--- src/rtl/pkt_alloc_pkg.sv ---
package pkt_alloc_pkg;

    localparam int PNUM_W  = 7;
    localparam int ASIZE_W = 5;
    localparam logic [7:0] RESULT_FAIL = 8'h80;

    typedef enum logic [2:0] {
        OP_NOP        = 3'd0,
        OP_ALLOC      = 3'd1,
        OP_RESET      = 3'd2,
        OP_RX_DROP    = 3'd3,
        OP_RX_RELEASE = 3'd4,
        OP_FREE_PNR   = 3'd5,
        OP_TX_ENQ     = 3'd6,
        OP_TX_RESET   = 3'd7
    } mmu_op_e;

    typedef struct packed {
        logic              empty;
        logic [PNUM_W-1:0] head;
    } qhead_t;

    typedef struct packed {
        logic               pend;
        logic [ASIZE_W-1:0] m1;
    } alloc_req_t;

    typedef struct packed {
        logic              busy;
        logic [PNUM_W-1:0] pnum;
    } free_req_t;

    function automatic mmu_op_e decode_op(logic [7:0] word);
        return mmu_op_e'(word[7:5]);
    endfunction

    function automatic qhead_t make_head(logic valid, logic [PNUM_W-1:0] pnum);
        qhead_t h;
        h.empty = !valid;
        h.head  = valid ? pnum : '0;
        return h;
    endfunction

endpackage

--- src/rtl/pa_pnum_fifo.sv ---
module pa_pnum_fifo #(
    parameter int DEPTH = 4,
    parameter int W     = 7
) (
    input  logic         clk,
    input  logic         rst,
    input  logic         clr,
    input  logic         push,
    input  logic [W-1:0] din,
    input  logic         pop,
    output logic [W-1:0] head,
    output logic         valid,
    output logic         overrun
);
    localparam int AW = (DEPTH > 1) ? $clog2(DEPTH) : 1;
    localparam int CW = $clog2(DEPTH + 1);

    logic [W-1:0]  mem [DEPTH];
    logic [AW-1:0] wr_ptr, rd_ptr;
    logic [CW-1:0] count;
    logic          full, empty, do_push, do_pop;

    function automatic logic [AW-1:0] bump(logic [AW-1:0] p);
        return (p == AW'(DEPTH - 1)) ? '0 : p + AW'(1);
    endfunction

    assign empty   = (count == '0);
    assign full    = (count == CW'(DEPTH));
    assign do_pop  = pop && !empty;
    assign do_push = push && (!full || do_pop);
    assign head    = mem[rd_ptr];
    assign valid   = !empty;

    always_ff @(posedge clk) begin
        if (rst || clr) begin
            wr_ptr  <= '0;
            rd_ptr  <= '0;
            count   <= '0;
            overrun <= 1'b0;
        end else begin
            if (do_push) wr_ptr <= bump(wr_ptr);
            if (do_pop)  rd_ptr <= bump(rd_ptr);
            if (do_push && !do_pop) count <= count + CW'(1);
            else if (do_pop && !do_push) count <= count - CW'(1);
            if (push && !do_push) overrun <= 1'b1;
        end
    end

    always_ff @(posedge clk) begin
        if (do_push) mem[wr_ptr] <= din;
    end

    assert_no_overflow_R11: assert property (@(posedge clk) disable iff (rst)
        (push && full && !pop && !clr) |=> (count == CW'(DEPTH) && overrun));

    assert_idle_pop_R12: assert property (@(posedge clk) disable iff (rst)
        (pop && empty && !push && !clr) |=> !valid);

endmodule

--- src/rtl/pa_page_pool.sv ---
module pa_page_pool
    import pkt_alloc_pkg::*;
#(
    parameter int NUM_PAGES = 16,
    parameter int RUN_W     = 3
) (
    input  logic                 clk,
    input  logic                 rst,
    input  logic                 clr,
    input  logic                 alloc_go,
    input  logic [ASIZE_W-1:0]   alloc_m1,
    input  logic                 free_go,
    input  logic [PNUM_W-1:0]    free_pnum,
    output logic                 grant_ok,
    output logic [PNUM_W-1:0]    grant_pnum,
    output logic [NUM_PAGES-1:0] used_map,
    output logic [7:0]           free_cnt
);
    localparam int MAX_RUN = 1 << RUN_W;
    localparam int LEN_W   = RUN_W + 1;
    localparam int PAD     = NUM_PAGES + MAX_RUN;

    logic [NUM_PAGES-1:0] used_q;
    logic [LEN_W-1:0]     len_q [NUM_PAGES];
    logic [PAD-1:0]       used_pad;
    logic [ASIZE_W:0]     want;
    logic [NUM_PAGES-1:0] fits, alloc_mask, free_mask;
    logic [LEN_W-1:0]     sel_len;

    assign used_pad = {{MAX_RUN{1'b1}}, used_q};
    assign want     = {1'b0, alloc_m1} + (ASIZE_W+1)'(1);
    assign used_map = used_q;

    for (genvar s = 0; s < NUM_PAGES; s++) begin : g_fit
        logic fit_s;
        always_comb begin
            fit_s = (int'(want) <= MAX_RUN);
            for (int k = 0; k < MAX_RUN; k++) begin
                if (k < int'(want) && used_pad[s + k]) fit_s = 1'b0;
            end
        end
        assign fits[s] = fit_s;
    end

    always_comb begin
        grant_ok   = 1'b0;
        grant_pnum = '0;
        for (int s = NUM_PAGES - 1; s >= 0; s--) begin
            if (fits[s]) begin
                grant_ok   = 1'b1;
                grant_pnum = PNUM_W'(s);
            end
        end
    end

    always_comb begin
        sel_len = '0;
        for (int i = 0; i < NUM_PAGES; i++) begin
            if (PNUM_W'(i) == free_pnum) sel_len = len_q[i];
        end
    end

    always_comb begin
        for (int i = 0; i < NUM_PAGES; i++) begin
            alloc_mask[i] = alloc_go && grant_ok && (i >= int'(grant_pnum))
                            && (i < int'(grant_pnum) + int'(want));
            free_mask[i]  = free_go && (i >= int'(free_pnum))
                            && (i < int'(free_pnum) + int'(sel_len));
        end
    end

    always_comb begin
        free_cnt = '0;
        for (int i = 0; i < NUM_PAGES; i++) begin
            if (!used_q[i]) free_cnt = free_cnt + 8'd1;
        end
    end

    always_ff @(posedge clk) begin
        if (rst || clr) begin
            used_q <= '0;
            for (int i = 0; i < NUM_PAGES; i++) len_q[i] <= '0;
        end else begin
            used_q <= (used_q & ~free_mask) | alloc_mask;
            for (int i = 0; i < NUM_PAGES; i++) begin
                if (free_go && PNUM_W'(i) == free_pnum)
                    len_q[i] <= '0;
                else if (alloc_go && grant_ok && PNUM_W'(i) == grant_pnum)
                    len_q[i] <= LEN_W'(want);
            end
        end
    end

    assert_no_double_take_R2: assert property (@(posedge clk) disable iff (rst)
        (alloc_go && grant_ok && !clr) |-> ((used_q & alloc_mask) == '0));

endmodule

--- src/rtl/pkt_page_alloc.sv ---
module pkt_page_alloc
    import pkt_alloc_pkg::*;
#(
    parameter int NUM_PAGES = 16,
    parameter int RUN_W     = 3,
    parameter int QDEPTH    = 4
) (
    input  logic              clk,
    input  logic              rst,
    input  logic              cmd_we,
    input  logic [7:0]        cmd_wdata,
    input  logic              pnr_we,
    input  logic [PNUM_W-1:0] pnr_wdata,
    output logic [PNUM_W-1:0] pnr_q,
    output logic [7:0]        cmd_status,
    output logic [7:0]        alloc_result,
    output logic              alloc_done,
    output logic [15:0]       fifo_ports,
    output logic [15:0]       mem_info,
    input  logic              rx_push,
    input  logic [PNUM_W-1:0] rx_push_pnum,
    input  logic              tx_pop,
    output logic              tx_head_valid,
    output logic [PNUM_W-1:0] tx_head_pnum,
    output logic              rx_overrun,
    output logic              tx_overrun
);
    localparam logic [7:0] TOTAL_PAGES = 8'(NUM_PAGES);

    mmu_op_e              op;
    logic                 do_alloc, do_reset, do_rxpop, do_rel, do_free, do_enq, do_txrst;
    alloc_req_t           alloc_q;
    free_req_t            free_q;
    logic                 rx_valid;
    logic [PNUM_W-1:0]    rx_head;
    logic                 grant_ok;
    logic [PNUM_W-1:0]    grant_pnum;
    logic [NUM_PAGES-1:0] used_map;
    logic [7:0]           free_cnt;
    qhead_t               rx_field, tx_field;

    assign op       = decode_op(cmd_wdata);
    assign do_alloc = cmd_we && (op == OP_ALLOC);
    assign do_reset = cmd_we && (op == OP_RESET);
    assign do_rxpop = cmd_we && (op == OP_RX_DROP || op == OP_RX_RELEASE);
    assign do_rel   = cmd_we && (op == OP_RX_RELEASE);
    assign do_free  = cmd_we && (op == OP_FREE_PNR);
    assign do_enq   = cmd_we && (op == OP_TX_ENQ);
    assign do_txrst = cmd_we && (op == OP_TX_RESET);

    pa_pnum_fifo #(.DEPTH(QDEPTH), .W(PNUM_W)) i_rxq (
        .clk(clk), .rst(rst), .clr(do_reset),
        .push(rx_push), .din(rx_push_pnum), .pop(do_rxpop),
        .head(rx_head), .valid(rx_valid), .overrun(rx_overrun)
    );

    pa_pnum_fifo #(.DEPTH(QDEPTH), .W(PNUM_W)) i_txq (
        .clk(clk), .rst(rst), .clr(do_reset || do_txrst),
        .push(do_enq), .din(pnr_q), .pop(tx_pop),
        .head(tx_head_pnum), .valid(tx_head_valid), .overrun(tx_overrun)
    );

    pa_page_pool #(.NUM_PAGES(NUM_PAGES), .RUN_W(RUN_W)) i_pool (
        .clk(clk), .rst(rst), .clr(do_reset),
        .alloc_go(alloc_q.pend), .alloc_m1(alloc_q.m1),
        .free_go(free_q.busy), .free_pnum(free_q.pnum),
        .grant_ok(grant_ok), .grant_pnum(grant_pnum),
        .used_map(used_map), .free_cnt(free_cnt)
    );

    always_ff @(posedge clk) begin
        if (rst) begin
            pnr_q        <= '0;
            alloc_q      <= '0;
            free_q       <= '0;
            alloc_result <= RESULT_FAIL;
            alloc_done   <= 1'b0;
        end else begin
            if (pnr_we) pnr_q <= pnr_wdata;
            alloc_done <= alloc_q.pend && !do_reset;
            if (do_reset)
                alloc_result <= RESULT_FAIL;
            else if (alloc_q.pend)
                alloc_result <= grant_ok ? {1'b0, grant_pnum} : RESULT_FAIL;
            if (do_reset)
                alloc_q <= '0;
            else
                alloc_q <= '{pend: do_alloc, m1: cmd_wdata[ASIZE_W-1:0]};
            if (do_reset)
                free_q <= '0;
            else if (do_rel && rx_valid)
                free_q <= '{busy: 1'b1, pnum: rx_head};
            else if (do_free)
                free_q <= '{busy: 1'b1, pnum: pnr_q};
            else
                free_q.busy <= 1'b0;
        end
    end

    assign rx_field   = make_head(rx_valid, rx_head);
    assign tx_field   = make_head(tx_head_valid, tx_head_pnum);
    assign fifo_ports = {rx_field, tx_field};
    assign mem_info   = {free_cnt, TOTAL_PAGES};
    assign cmd_status = {7'b0, free_q.busy};

    assert_reset_cmd_R9: assert property (@(posedge clk) disable iff (rst)
        do_reset |=> (alloc_result == RESULT_FAIL && fifo_ports == 16'h8080
                      && mem_info[15:8] == TOTAL_PAGES && !rx_overrun && !tx_overrun));

    assert_tx_flush_R10: assert property (@(posedge clk) disable iff (rst)
        do_txrst |=> (fifo_ports[7] && !tx_overrun));

    assert_busy_one_cycle_R7: assert property (@(posedge clk) disable iff (rst)
        (cmd_status[0] && !do_rel && !do_free) |=> !cmd_status[0]);

    assert_grant_is_used_R2: assert property (@(posedge clk) disable iff (rst)
        (alloc_done && !alloc_result[7])
            |-> |(used_map & (NUM_PAGES'(1) << alloc_result[PNUM_W-1:0])));

    assert_done_pulse_R2: assert property (@(posedge clk) disable iff (rst)
        (alloc_done && !cmd_we) |=> !alloc_done);

endmodule

--- config.mk ---
export PLATFORM = sky130hd
export DESIGN_NAME = pkt_page_alloc
export DESIGN_NICKNAME = d
export VERILOG_FILES = /design/src/rtl/pkt_alloc_pkg.sv /design/src/rtl/pa_pnum_fifo.sv /design/src/rtl/pa_page_pool.sv /design/src/rtl/pkt_page_alloc.sv
export SDC_FILE = /design/constraint.sdc
export NUM_CORES = 1
export LEC_CHECK = 0
export BUFFER_PORTS_ARGS = -buffer_cell sky130_fd_sc_hd__buf_2
export CELL_PAD_IN_SITES_DETAIL_PLACEMENT = 0
export CELL_PAD_IN_SITES_GLOBAL_PLACEMENT = 2
export CORE_UTILIZATION = 39
export CTS_BUF_LIST = sky130_fd_sc_hd__clkbuf_8 sky130_fd_sc_hd__clkbuf_16
export CTS_CLUSTER_DIAMETER = 60
export DETAILED_ROUTE_END_ITERATION = 7
export PLACE_DENSITY = 0.79
export SETUP_SLACK_MARGIN = 0.3
export SLEW_MARGIN = 5
export SYNTH_ARGS = -nofsm -noshare
export SYNTH_HDL_FRONTEND = slang
export SYNTH_SLANG_ARGS = --single-unit
export TNS_END_PERCENT = 10
--- constraint.sdc ---
create_clock -name clk -period 10.58 [get_ports clk]
set_input_delay 0.529 -clock clk [delete_from_list [all_inputs] [get_ports clk]]
set_output_delay 0.529 -clock clk [all_outputs]
set_load 0.005 [all_outputs]
Word-level counts from Yosys, hierarchy flattened
Memory sizes are Yosys's and may differ from the RTL's. A register that Yosys moved wholly into a read port is not among the register bits.
Index checks and enable logic that the tools add are counted.

word-level totals
  memories kept = 3
  input port bits = 28
  output and inout bits = 66
  bits in registers = 62
  bits in writable memories = 120

cells by class
  bitwise gates (word level) = 35
  eq/ne operators = 43
  magnitude comparators = 73
  $add $sub $neg = 26
  reductions and logical operators = 239
  multiplexer cells = 360

memories
  name          depth  bits a word  rd ports  clocked after Yosys merged registers in  write ports  RTL line            text
  i_pool.len_q  16     4            16        0                                        16           pa_page_pool.sv:24  logic [LEN_W-1:0] len_q [NUM_PAGES];
  i_rxq.mem     4      7            1         1                                        1            pa_pnum_fifo.sv:18  logic [W-1:0] mem [DEPTH];
  i_txq.mem     4      7            1         1                                        1            pa_pnum_fifo.sv:18

operator list
  kind                                                         number
  less-than comparator 5 x 32 -> 1 bit (first input constant)  16
  two-way mux 1 bit                                            264
  less-than comparator 4 x 32 -> 1 bit (first input constant)  8
  two-way mux 4 bit                                            64
  logical AND 1 bit                                            216
  two-way mux 8 bit                                            17
  less-than comparator 3 x 32 -> 1 bit (first input constant)  4
  adder 8 x 1 -> 8 bit (second input constant)                 14
  less-than comparator 1 x 32 -> 1 bit (first input constant)  2
  less-than comparator 2 x 32 -> 1 bit (first input constant)  2
  equality test 4 x 7 -> 1 bit (first input constant)          8
  >= comparator 4 x 7 -> 1 bit (first input constant)          8
  equality test 4 bit (first input constant)                   8
  >= comparator 4 bit (first input constant)                   8
  bitwise OR 1 bit                                             32
  equality test 3 x 7 -> 1 bit (first input constant)          4
  >= comparator 3 x 7 -> 1 bit (first input constant)          4
  less-than comparator 3 x 6 -> 1 bit (first input constant)   4
  two-way mux 7 bit                                            3
  equality test 3 bit (second input constant)                  6
  bitwise AND 16 bit                                           1
  equality test 3 x 4 -> 1 bit (first input constant)          4
  >= comparator 3 x 4 -> 1 bit (first input constant)          4
  two-way mux 2 bit                                            8
  other kinds (30)                                             67

Logic depth before layout (Yosys ltp)
  word-level depth = 34
  mapped depth = 46
  depth with buffers taken out = 46

Cells and area by module
A second synthesis with hierarchy kept.

unflattened totals
  cells, all modules = 1248
  area total of the unflattened synthesis = 12301.8 µm²

modules (own cells, without submodules)
  module          area each (µm²)  cells each  times used
  pa_page_pool    7775.0           911         1
  pa_pnum_fifo    1550.2           90          2
  pkt_page_alloc  1426.4           157         1

Least setup slack after synthesis
No wires, ideal clock.

  kind = register to output
  start = register i_pool.used_q[1], in the netlist i_pool.used_map[1]
  end = output port mem_info[14]
  stages on the path, launching flop included = 46
  path slack = 1.350 ns
  arrival = 8.701 ns
  path buffers = 0
  path through = dfxtp_1 inv_1 ha_1 xnor2_1 ha_1 nor2_1 a31oi_1 ha_1 nand2_1 and2_1 inv_1 ha_1 nand2_1 o21ai_0 ha_1 nor2b_1 or2_2 ha_1 [... 10 more ...] ha_1 nand2_1 o31ai_1 ha_1 mux2_2 ha_1 mux2_2 ha_1 mux2_2 ha_1 mux2_2 ha_1 nor2b_1 nand2_1 nor3_1 a21oi_1 or4_1 o21ai_1

between the ends
  longest elaborated chain between the ends = 29

RTL lines
  element                 RTL line              text
  from (decl)             pa_page_pool.sv:23    logic [NUM_PAGES-1:0] used_q;
  from (signal assigned)  pa_page_pool.sv:84    used_q <= (used_q & ~free_mask) | alloc_mask;
  two-way mux 8 bit *     pa_page_pool.sv:75    if (!used_q[i]) free_cnt = free_cnt + 8'd1;
  adder 8 x 1 -> 8 bit    pa_page_pool.sv:75
  two-way mux 8 bit *     pa_page_pool.sv:75
  adder 8 x 1 -> 8 bit    pa_page_pool.sv:75
  two-way mux 8 bit *     pa_page_pool.sv:75
  adder 8 x 1 -> 8 bit    pa_page_pool.sv:75
  two-way mux 8 bit *     pa_page_pool.sv:75
  adder 8 x 1 -> 8 bit    pa_page_pool.sv:75
  [... 13 more ...]       --
  adder 8 x 1 -> 8 bit    pa_page_pool.sv:75
  two-way mux 8 bit *     pa_page_pool.sv:75
  adder 8 x 1 -> 8 bit    pa_page_pool.sv:75
  two-way mux 8 bit *     pa_page_pool.sv:75
  adder 8 x 1 -> 8 bit    pa_page_pool.sv:75
  two-way mux 8 bit *     pa_page_pool.sv:75
  adder 8 x 1 -> 8 bit    pa_page_pool.sv:75
  two-way mux 8 bit *     pa_page_pool.sv:75
  to (decl)               pkt_page_alloc.sv:19  output logic [15:0] mem_info,

Mark *: on every way between the ends. The rest lies on a longest branch, timed or not.

Worst setup path after layout
Ends and elaborated chain as after synthesis.

==> flow_summary.toml <==
[floorplanning]
dieHeight_um = 176
die_w_um = 176
coreArea_mm2 = 0.0297
io_pins = 94
fp-row-count = 63
dieArea_mm2 = 0.0311
initial_utilization_pct = 39.8

[pwr]
ir_drop_mv = 0.137
power.density_mw_per_mm2 = 224
p_sw_share_pct = 37.9
p_seq_share_pct = 28.6
p_comb_share_pct = 48.9
power_frac_clock_pct = 22.5
p_leak_uw = 0.00502
power_switching_uw = 1120
internal_power_uw = 1840

[finish]
drive_above_1_share_pct = 15.6
final_util_pct = 44.5
area_growth_pct = 11.8
layout.nets = 1374
antenna_cells = 0

[global_routing]
grt.overflow.total = 0
grt_max_degree = 49
grt_pass1_vias = 9261
antenna_found_initial = 0
grt_pass1_wl_mm = 52.6
grt_usage_pct = 22.0

[synthesis]
synth_top_area_share_pct = 30.4
syn-cell-area_mm2 = 0.0118
ys_types = 99
synth_top_family_by_area = "simple AND/OR/NAND/NOR gates"
yosys-top-cells-count = "nor2_1 (169), edfxtp_1 (120), a21oi_1 (91)"
synthMuxAreaShare_pct = 6.70
synth_largest_area_cell = "edfxtp_1"
synth_edf_count = 120
ys_ff_latch = 183
synthAdderAreaFrac_pct = 4.67
synthArstFlopShare_pct = 0
synth_most_common_cell = "nor2_1"
yosys.area_share.xor_xnor_pct = 5.58
synth_area_leaders = "edfxtp_1 (30%), dfxtp_1 (11%), nor2_1 (5.4%), ha_1 (3.9%), a21oi_1 (3.8%)"
seq_area_frac_synth_pct = 41.1
syn_area_per_cell_um2 = 9.45
synth_warnings = 0
synth_cells = 1253
synth_compound_area_share_pct = 17.8
synth-simple-area-share_pct = 18.9
ys.flop_type = "edfxtp_1"

[setup_path]
critPathCaptureType = "output pin"
worst-endpoint-arrival_ps = 9250
cp-start-kind = "register"
cp_common_cell = "ha_1"
critPathMaxStageDelay_ps = 510
cp.required_ps = 10050
r2r_slack_ps = 3170
crit_slowest_cell = "or4_1"
path_max_fanout = 5
crit_type = "register to output pin"

[placed_design]
gp_congestion = 0.884
hpwlAfterDp_mm = 24.3
portBuffers = 74
post-place-ws_ps = 487

[drt]
m1WireLength_mm = 15.5
drt_iter0_drc = 722
met3RoutedLength_mm = 1.49
drc = 0
drt.antenna.violating_nets = 0
firstDrtPassIters = 5
drt_wl_total_mm = 33.5
top_layer_used = "met4"
post_drt_wl_per_cell_um = 19.6
dr_wl_met2_mm = 15.4
viasPerCell = 5.64
via_count = 9635

[cts]
clkTransAtPathRegs_ps = 70
clk_latency_ps = 440
cts_buffer_depth = 2
cts_buffers = 17
cts.htree.levels = 4
cts_tree = "done"
ctsHoldBuffers = 0
cts_root_buf = "clkbuf_16"
clock_sinks = 183

[timing]
drv_slew = 0
fin_hold_ws_ps = 284
tns_ps = 0
fin_crit_ps = 9780
finClkSkew_ps = 13.5
max-slew-margin-rel_pct = 26.8
post-route-period-util_pct = 92.4
setup_viol = 0
rsz0062_at_grt = "false"
tightest_slew_ps = 1090
fin_ws_ps = 804
clock.fmax_ghz = 0.102
hold_viol = 0

[run]
maxCapViolations = 0

[run_status]
status = "finished clean"

[hold_path]
hold_path_class = "primary input to register"
[final cells by class]
class	count	area [um2]
Fill cell	2924	16500
Multi-Input combinational cell	961	6570
Sequential cell	183	4870
Timing Repair Buffer	94	520
Tap cell	390	488
Clock buffer	18	439
Inverter	48	180
Clock inverter	14	174
[path summary, 6_finish.rpt]
path / from / end / cells past startpoint
worst max-delay path: i_pool.used_map[1] / mem_info[14] / 46
worst min-delay path: cmd_wdata[0] / alloc_q[0] / 2
worst max register to register: alloc_q[0] / i_pool.used_map[12] / 18
worst min register to register: i_rxq.overrun / i_rxq.overrun / 2
[repair_timing]
item	CTS	global route
gates cloned	0	0
gates resized for setup	6	23
setup endpoints to repair	2	4
pin swaps	1	11
buffers inserted	0	6
[layer usage]
metal / GRT usage, % / vias to the layer above
li1: - / 4658
met1: 30.3 / 4656
met2: 34.7 / 266
met3: 3.12 / 55
met4: 8.80 / 0
met5: 0 / -
[power by group through the flow]
stage / sequential (uW) / combinational, uW / clock (uW)
floorplan: 840 / 1080 / 0
global placement: 863 / 1380 / 0
detailed placement: 865 / 1390 / 0
CTS: 849 / 1400 / 681
global route: 855 / 1630 / 705
finish: 848 / 1450 / 667
[flip-flops by register name (all words and copies together) (netlist names), 5 cells and up, named ones only]
| signal | count |
|---|---|
| i_txq.mem | 28 |
| i_rxq.mem | 28 |
| alloc_result | 5 |
| i_pool.used_map | 16 |
| i_pool.len_q | 64 |
| alloc_q | 6 |
| pnr_q | 7 |
| free_q | 7 |
[placed cells by master, fill, tap and decap left out, types with 10 or more instances in the layout]
master and n:
nor2_1 166, edfxtp_1 120, a21oi_1 88, nand2_1 80, buf_2 74, dfxtp_1 60, o21ai_0 52, inv_1 43
mux2i_1 35, ha_1 34, nand3_1 31, nor3_1 30, xnor2_1 30, conb_1 30, nor2b_1 26, nand2b_1 22
and2_1 20, xor2_1 20, buf_4 20, clkbuf_16 17, mux4_2 15, nand4_1 14, a22oi_1 14, a31oi_1 13
o22ai_1 12, o31ai_1 12, a211oi_1 11, a21o_1 10
[critical path: cells and delay by family (launching register included)]
family / cells / cell delay (ps)
XOR/XNOR: 1 / 130
flip-flops: 1 / 360
AO/OA/AOI/OAI: 9 / 850
AND/OR/NAND/NOR: 14 / 2220
multiplexers: 4 / 1000
buffers and inverters: 4 / 300
adder cells (fa/ha/maj): 14 / 3940
[per-stage QoR]
stage	power, uW	std cells	instance area, um2
floorplan	1920	1281	11900
global placement	2250	1670	12500
detailed placement	2260	1670	12500
CTS	2930	1702	13100
global route	3190	1708	13200
finish	2970	1708	13200
[kinds of logic (layout without fill, tap and decap cells)]
kind of cell	count (synthesis)	in the layout
other	2	30
AO/OA/AOI/OAI	314	314
flip-flops	183	183
adder cells (fa/ha/maj)	42	42
XOR/XNOR	61	61
AND/OR/NAND/NOR	455	455
multiplexers	59	59
buffers and inverters	137	174
Power figures use the tool's default switching activity.
